==> config.mk <==
export PLATFORM = sky130hd
export DESIGN_NAME = mash11_dsm
export DESIGN_NICKNAME = d
export VERILOG_FILES = /design/src/rtl/mash_pkg.sv /design/src/rtl/mash_acc_stage.sv /design/src/rtl/mash_recombine.sv /design/src/rtl/mash11_dsm.sv
export SDC_FILE = /design/constraint.sdc
export NUM_CORES = 1
export LEC_CHECK = 0
export BUFFER_PORTS_ARGS = -buffer_cell sky130_fd_sc_hd__clkbuf_2
export CORE_UTILIZATION = 55
export DETAILED_ROUTE_END_ITERATION = 10
export GPL_TIMING_DRIVEN = 0
export PLACE_DENSITY_LB_ADDON = 0.15
export SKIP_LAST_GASP = 1
export SLEW_MARGIN = 10
export SYNTH_ARGS = -nofsm -noshare
export SYNTH_HDL_FRONTEND = slang
export SYNTH_SLANG_ARGS = --single-unit
==> constraint.sdc <==
create_clock -name clk -period 11.1 [get_ports clk]
set_clock_uncertainty 0.15 [all_clocks]
set_input_delay 0.555 -clock clk [delete_from_list [all_inputs] [get_ports clk]]
set_output_delay 0.555 -clock clk [all_outputs]
set_load 0.01 [all_outputs]
==> src/rtl/mash_pkg.sv <==
package mash_pkg;
  // signed correction produced by the recombination network: -1 .. +2
  typedef logic signed [2:0] corr_t;
  localparam int CORR_MIN = -1;
  localparam int CORR_MAX = 2;
endpackage

==> src/rtl/mash_acc_stage.sv <==
module mash_acc_stage #(
  parameter int W = 12
) (
  input  logic         clk,
  input  logic         rst,
  input  logic         en,
  input  logic [W-1:0] din,
  output logic [W-1:0] residue,
  output logic         carry
);
  logic [W-1:0] acc;
  logic [W:0]   sum;

  assign sum     = {1'b0, acc} + {1'b0, din};
  assign residue = sum[W-1:0];
  assign carry   = sum[W];

  always_ff @(posedge clk) begin
    if (rst)     acc <= '0;
    else if (en) acc <= sum[W-1:0];
  end
endmodule

==> src/rtl/mash_recombine.sv <==
module mash_recombine
  import mash_pkg::*;
#(
  parameter int DAC_W = 4
) (
  input  logic             clk,
  input  logic             rst,
  input  logic             en,
  input  logic             c1,
  input  logic             c2,
  input  logic [DAC_W-1:0] level,
  output logic [DAC_W-1:0] code,
  output logic             code_valid
);
  localparam int SW = DAC_W + 3;
  localparam logic signed [SW-1:0] TOP = SW'((1 << DAC_W) - 1);

  logic                 c2_d;
  corr_t                corr;
  logic signed [SW-1:0] total;
  logic [DAC_W-1:0]     clamped;

  // differentiate the second stage carry and add the first stage carry
  assign corr  = corr_t'({2'b00, c1}) + corr_t'({2'b00, c2}) - corr_t'({2'b00, c2_d});
  assign total = $signed({3'b000, level}) + SW'(corr);

  always_comb begin
    if (total < 0)        clamped = '0;
    else if (total > TOP) clamped = TOP[DAC_W-1:0];
    else                  clamped = total[DAC_W-1:0];
  end

  always_ff @(posedge clk) begin
    if (rst) begin
      c2_d       <= 1'b0;
      code       <= '0;
      code_valid <= 1'b0;
    end else begin
      code_valid <= en;
      if (en) begin
        c2_d <= c2;
        code <= clamped;
      end
    end
  end
endmodule

==> src/rtl/mash11_dsm.sv <==
module mash11_dsm #(
  parameter int DAC_W = 4,
  parameter int MOD_W = 12,
  parameter int EXT_W = 5
) (
  input  logic                         clk,
  input  logic                         rst,
  input  logic                         strobe,
  input  logic [DAC_W+MOD_W-EXT_W-1:0] loop_word,
  input  logic [EXT_W-1:0]             ext_lsb,
  output logic [DAC_W-1:0]             code,
  output logic                         code_valid
);
  localparam int LOOP_W = DAC_W + MOD_W - EXT_W;
  localparam int HI_W   = MOD_W - EXT_W;

  logic [MOD_W-1:0] frac;
  logic [DAC_W-1:0] level;
  logic [MOD_W-1:0] res1, res2;
  logic             c1, c2;

  assign frac  = {loop_word[HI_W-1:0], ext_lsb};
  assign level = loop_word[LOOP_W-1 -: DAC_W];

  mash_acc_stage #(.W(MOD_W)) u_st1 (
    .clk(clk), .rst(rst), .en(strobe), .din(frac),
    .residue(res1), .carry(c1)
  );

  mash_acc_stage #(.W(MOD_W)) u_st2 (
    .clk(clk), .rst(rst), .en(strobe), .din(res1),
    .residue(res2), .carry(c2)
  );

  mash_recombine #(.DAC_W(DAC_W)) u_comb (
    .clk(clk), .rst(rst), .en(strobe), .c1(c1), .c2(c2),
    .level(level), .code(code), .code_valid(code_valid)
  );
endmodule

# Yosys cells after proc, flatten, opt, wreduce, memory -nomap -nowiden
# Cells that the tools add are included.
[word_totals]
register_bits = 30
inputBits = 19
out_inout_bits = 5
elab_cells = 14
[op_classes]
add_sub_neg = 5
order_cmp = 2
muxes = 2
[op_table]
columns = ["op", "count"]
rows = [
  ["12-bit by 12-bit adder with 13-bit output", 2],
  ["4-bit two-way mux", 2],
  ["5-bit by 3-bit adder with 6-bit output", 1],
  ["6-bit by 5-bit greater-than comparator with 1-bit output, second input constant", 1],
  ["6-bit by 1-bit < comparator with 1-bit output, second input constant", 1],
  ["2-bit by 1-bit subtractor with 3-bit output", 1],
  ["1-bit by 1-bit adder with 2-bit output", 1],
]

# Longest topological paths before layout
[depth]
ltp_word = 8
ltp_mapped = 24
depth_no_buf = 24

# By module
# Synthesis repeated with hierarchy kept, for this count alone.
[unflattened]
cells_unflattened = 306
area_unflattened_um2 = 2635.0
[by_module_without_submodules]
columns = ["mod", "n_inst", "cells_per_inst", "area_each_um2", "seq_area_each_um2"]
rows = [
  ["mash_acc_stage (u_st2)", 1, 122, 1043.5, 240.2],
  ["mash_acc_stage (u_st1)", 1, 122, 1039.7, 240.2],
  ["mash_recombine", 1, 62, 551.8, 120.1],
]

# Worst setup path after synthesis
# Ideal clock, no wire load.
[synth_path]
kind = "input to register"
startpoint = "input ext_lsb[0]"
endpoint = "register u_comb.code[2]"
setup_ns = 0.132
t_arrival_ns = 4.892
t_required_ns = 10.818
setup_slack_ns = 5.926
stages = 24
n_path_buf = 0
cell_sequence = "ha_1 > fa_1 > a211oi_1 > o21bai_1 > a221oi_1 > nor2b_1 > xnor2_1 > ha_1 > a21o_1 > a41o_1 > nand2_1 > and2_1 > ha_1 > inv_1 > ha_1 > inv_1 > ha_1 > inv_1 > ha_1 > a21o_1 > o311a_1 > o21a_1 > o21ai_0 > a21oi_1"
[synth_via]
elab_chain_cells = 8
elab_cells_between_ends = 9
classes_between = "5 x add/sub; 2 x order compare; 2 x mux"
[synth_rtl]
columns = ["item", "line", "rtl"]
rows = [
  ["from (decl)", "mash11_dsm.sv:10", "input logic [EXT_W-1:0] ext_lsb,"],
  ["12-bit by 12-bit adder with 13-bit output *", "mash_acc_stage.sv:14", "assign sum = {1'b0, acc} + {1'b0, din};"],
  ["named net res1[10]", "mash11_dsm.sv:19", "logic [MOD_W-1:0] res1, res2;"],
  ["12-bit by 12-bit adder with 13-bit output *", "mash_acc_stage.sv:14", ""],
  ["1-bit by 1-bit adder with 2-bit output *", "mash_recombine.sv:24", "assign corr = corr_t'({2'b00, c1}) + corr_t'({2'b00, c2}) - corr_t'({2'b00, c2_d});"],
  ["2-bit by 1-bit subtractor with 3-bit output *", "mash_recombine.sv:24", ""],
  ["5-bit by 3-bit adder with 6-bit output *", "mash_recombine.sv:25", "assign total = $signed({3'b000, level}) + SW'(corr);"],
  ["6-bit by 5-bit greater-than comparator with 1-bit output", "mash_recombine.sv:29", "else if (total > TOP) clamped = TOP[DAC_W-1:0];"],
  ["4-bit two-way mux", "mash_recombine.sv:29", ""],
  ["4-bit two-way mux *", "mash_recombine.sv:28", "if (total < 0) clamped = '0;"],
  ["to (signal assigned)", "mash_recombine.sv:42", "code <= clamped;"],
  ["to (decl)", "mash_recombine.sv:12", "output logic [DAC_W-1:0] code,"],
]
# The timed path passes the listed nets; every way through them passes the cells marked *.
# A chain may end at the register's enable or synchronous reset.

# Worst setup path in the final report
# Ends and elaborated chain as after synthesis.

==> impl_metrics.json <==
{
  "drt_pass1_iterations": 6,
  "worst-setup-path-type": "in2reg",
  "layout_min_cycle_time_ns": 5.557,
  "final_core_util": 0.6427,
  "cpPeakStageDelay_ns": 0.47,
  "rsz0062_at_grt": "false",
  "drc_errors": 0,
  "n_fill_cell": 396,
  "fp.dieH_um": 70.82,
  "areaGrowthSynthToFinish_pct": 9.654,
  "routabilityCongestion": 0.8992,
  "synth-main-ff-cell": "dfxtp_1",
  "antenna_found_initial": 0,
  "portBuffers": 22,
  "worstSetupStartpointType": "input port",
  "reg2reg_from": "u_st1.acc[0]",
  "finalCritPeriodShare": 0.5006,
  "synthCells": 296,
  "timing.reg2reg.setup_slack_ns": 5.60,
  "dieArea_sq_um": 5015,
  "yosysTopAreaCellShare": 0.2305,
  "hp-class": "reg2reg",
  "wl_per_cell_um": 14.75,
  "timing.rr.end": "u_comb.code[2]",
  "yosysTopAreaCell": "dfxtp_1",
  "synthTopCellsByCount": "ha_1, dfxtp_1, nor2_1",
  "hold_path_depth": 2,
  "ir_drop_uv": 129.4,
  "design.core.area_sq_um": 4444,
  "num_rows": 24,
  "async_flop_share": 0,
  "regArea_sq_um": 600.6,
  "grt_overflow": 0,
  "hold_end": "u_comb.code[2]",
  "cts_root_buffer": "clkbuf_8",
  "power_density_nw_per_um2": 199.2,
  "synth_seq_cells": 30,
  "clkLatencyLatePin_ns": 0.28,
  "hp-start": "u_comb.code[2]",
  "boundaryPins": 24,
  "fmax_mhz": 180.0,
  "multi_input_area_sq_um": 1853,
  "power_leakage_nw": 1.336,
  "ys_types": 64,
  "grt_pass1_vias": 2123,
  "cts_buffer_depth": 2,
  "crit_required_ns": 11.10,
  "tritoncts": "done",
  "drt_iter0_drc": 133,
  "wirelength_um": 5560,
  "worstSetupEndpointType": "flip-flop",
  "die_x_um": 70.82,
  "synth_edf_count": 0,
  "cts_hold_buf": 0,
  "numClockSinks": 30,
  "yosys_warnings": 0,
  "crit_fanout": 7,
  "syn-cell-area_sq_um": 2605,
  "crit_buf_inv": 4,
  "nets": 378,
  "worst_pin_slew_ns": 0.6133,
  "cts_max_level": 2,
  "synth_most_common_cell": "ha_1",
  "drt-vias-per-instance": 5.952,
  "critical_path.startpoint": "ext_lsb[0]",
  "syn-num-nets": 349,
  "drive_gt1_frac": 0.1415,
  "cpLargestDelayFamily": "compound AO/OA/AOI/OAI gates",
  "cts_buffers": 5,
  "n_antenna_cell": 0,
  "cp_common_cell": "ha_1",
  "finalSetupTns_ns": 0,
  "start_util": 0.5861,
  "vias": 2244,
  "status": "finished, final reports clean",
  "ant_nets": 0,
  "crit_arrival_ns": 5.55,
  "detailed_place_hpwl_um": 4180,
  "setup_violations": 0,
  "synth_seq_area_share": 0.2305,
  "yosys-top-cells-area": "dfxtp_1, ha_1, mux2i_1",
  "cap_violations": 0,
  "grt_max_degree": 11,
  "post_cts_buffers": 0,
  "post_cts_resized": 0,
  "r2r_cells": 24,
  "slew_headroom": 0.5911,
  "grt_pass1_wl_um": 9680,
  "finalMaxSlewViolations": 0,
  "grt_usage": 0.2426,
  "clk_pin_slew_ns": 0.06,
  "avgSynthCellArea_sq_um": 8.801,
  "hold_viol": 0,
  "crit_slowest_cell": "a221oi_1"
}
state kept, by name (all words and copies together), names as in the netlist:
| signal | count |
|---|---|
| u_comb.code | 4 |
| u_st2.acc | 12 |
| u_comb.code_valid | 1 |
| u_st1.acc | 12 |
| u_comb.c2_d | 1 |
metrics by stage:
stage / area [sq um] / power [W] / hold WS (ns) / setup WS (ns) / std cells
floorplan: 2605 / 0.0004173 / 0.3125 / 5.926 / 296
finish: 2856 / 0.0005689 / 0.3223 / 5.543 / 377
global placement: 2780 / 0.0004759 / 0.3042 / 5.327 / 370
CTS: 2856 / 0.0005687 / 0.3231 / 5.581 / 377
global route: 2856 / 0.0006221 / 0.3557 / 5.154 / 377
detailed placement: 2780 / 0.0004824 / 0.3136 / 5.290 / 370
layer usage:
metal  wire (um)  up-vias  track usage
met2        2493       48       0.3974
met1        2747     1029       0.3218
met3         225       10      0.04416
met4          94        0      0.08444
met5           0        -            0
li1            -     1157            -
report_power, final:
part           switching, W  internal (W)
Sequential        0.0000153      0.000136
Combinational      0.000185      0.000149
Clock             0.0000397     0.0000431
cells by family after synthesis:
kind of cell | count (synthesis) | share of synthesized area
simple gates | 91 | 0.1931
compound gates | 88 | 0.2502
fa+ha+maj | 34 | 0.1720
flops | 30 | 0.2305
buf+inv | 26 | 0.05812
xor+xnor | 16 | 0.05379
mux | 11 | 0.04227
area by class of cell:
type / instances / share of cell area
well taps: 52 / 0.02278
repair buffers: 22 / 0.03855
clock buffers: 7 / 0.02672
multi-input cells: 240 / 0.6487
plain buffers: 14 / 0.03723
inverters: 12 / 0.01577
flip-flops and latches: 30 / 0.2102
worst max-delay path by stage:
stage | endpoint | slack, ns | depth (start not counted)
2_1_floorplan | u_comb.code[2] | 5.93 | 24
3_3_place_gp | u_comb.code[2] | 5.33 | 25
3_5_place_dp | u_comb.code[2] | 5.29 | 25
4_1_cts | u_comb.code[2] | 5.58 | 25
5_1_grt | u_comb.code[2] | 5.15 | 25
6_report | u_comb.code[2] | 5.54 | 25
tightest hold or removal path, cell delays in order, from the launching register on:
cell	delay (ns)
dfxtp_1	0.31
nand2b_1	0.06
a21oi_1	0.05
layout by cell type (no fill, tap or decap), types with 4 or more instances in the layout:
master / n
clkbuf_8: 9
a21o_1: 11
inv_1: 12
xor2_1: 5
ha_1: 31
nand2b_1: 11
nand2_1: 16
a211o_1: 4
clkbuf_1: 8
a21oi_1: 16
xnor2_1: 11
dfxtp_1: 30
nor2_1: 24
o21ai_0: 12
o311ai_0: 4
a211oi_1: 5
nor3b_1: 11
nand3_1: 5
mux2i_1: 11
clkbuf_2: 22
Note: power is estimated with default switching activity, not from simulation.
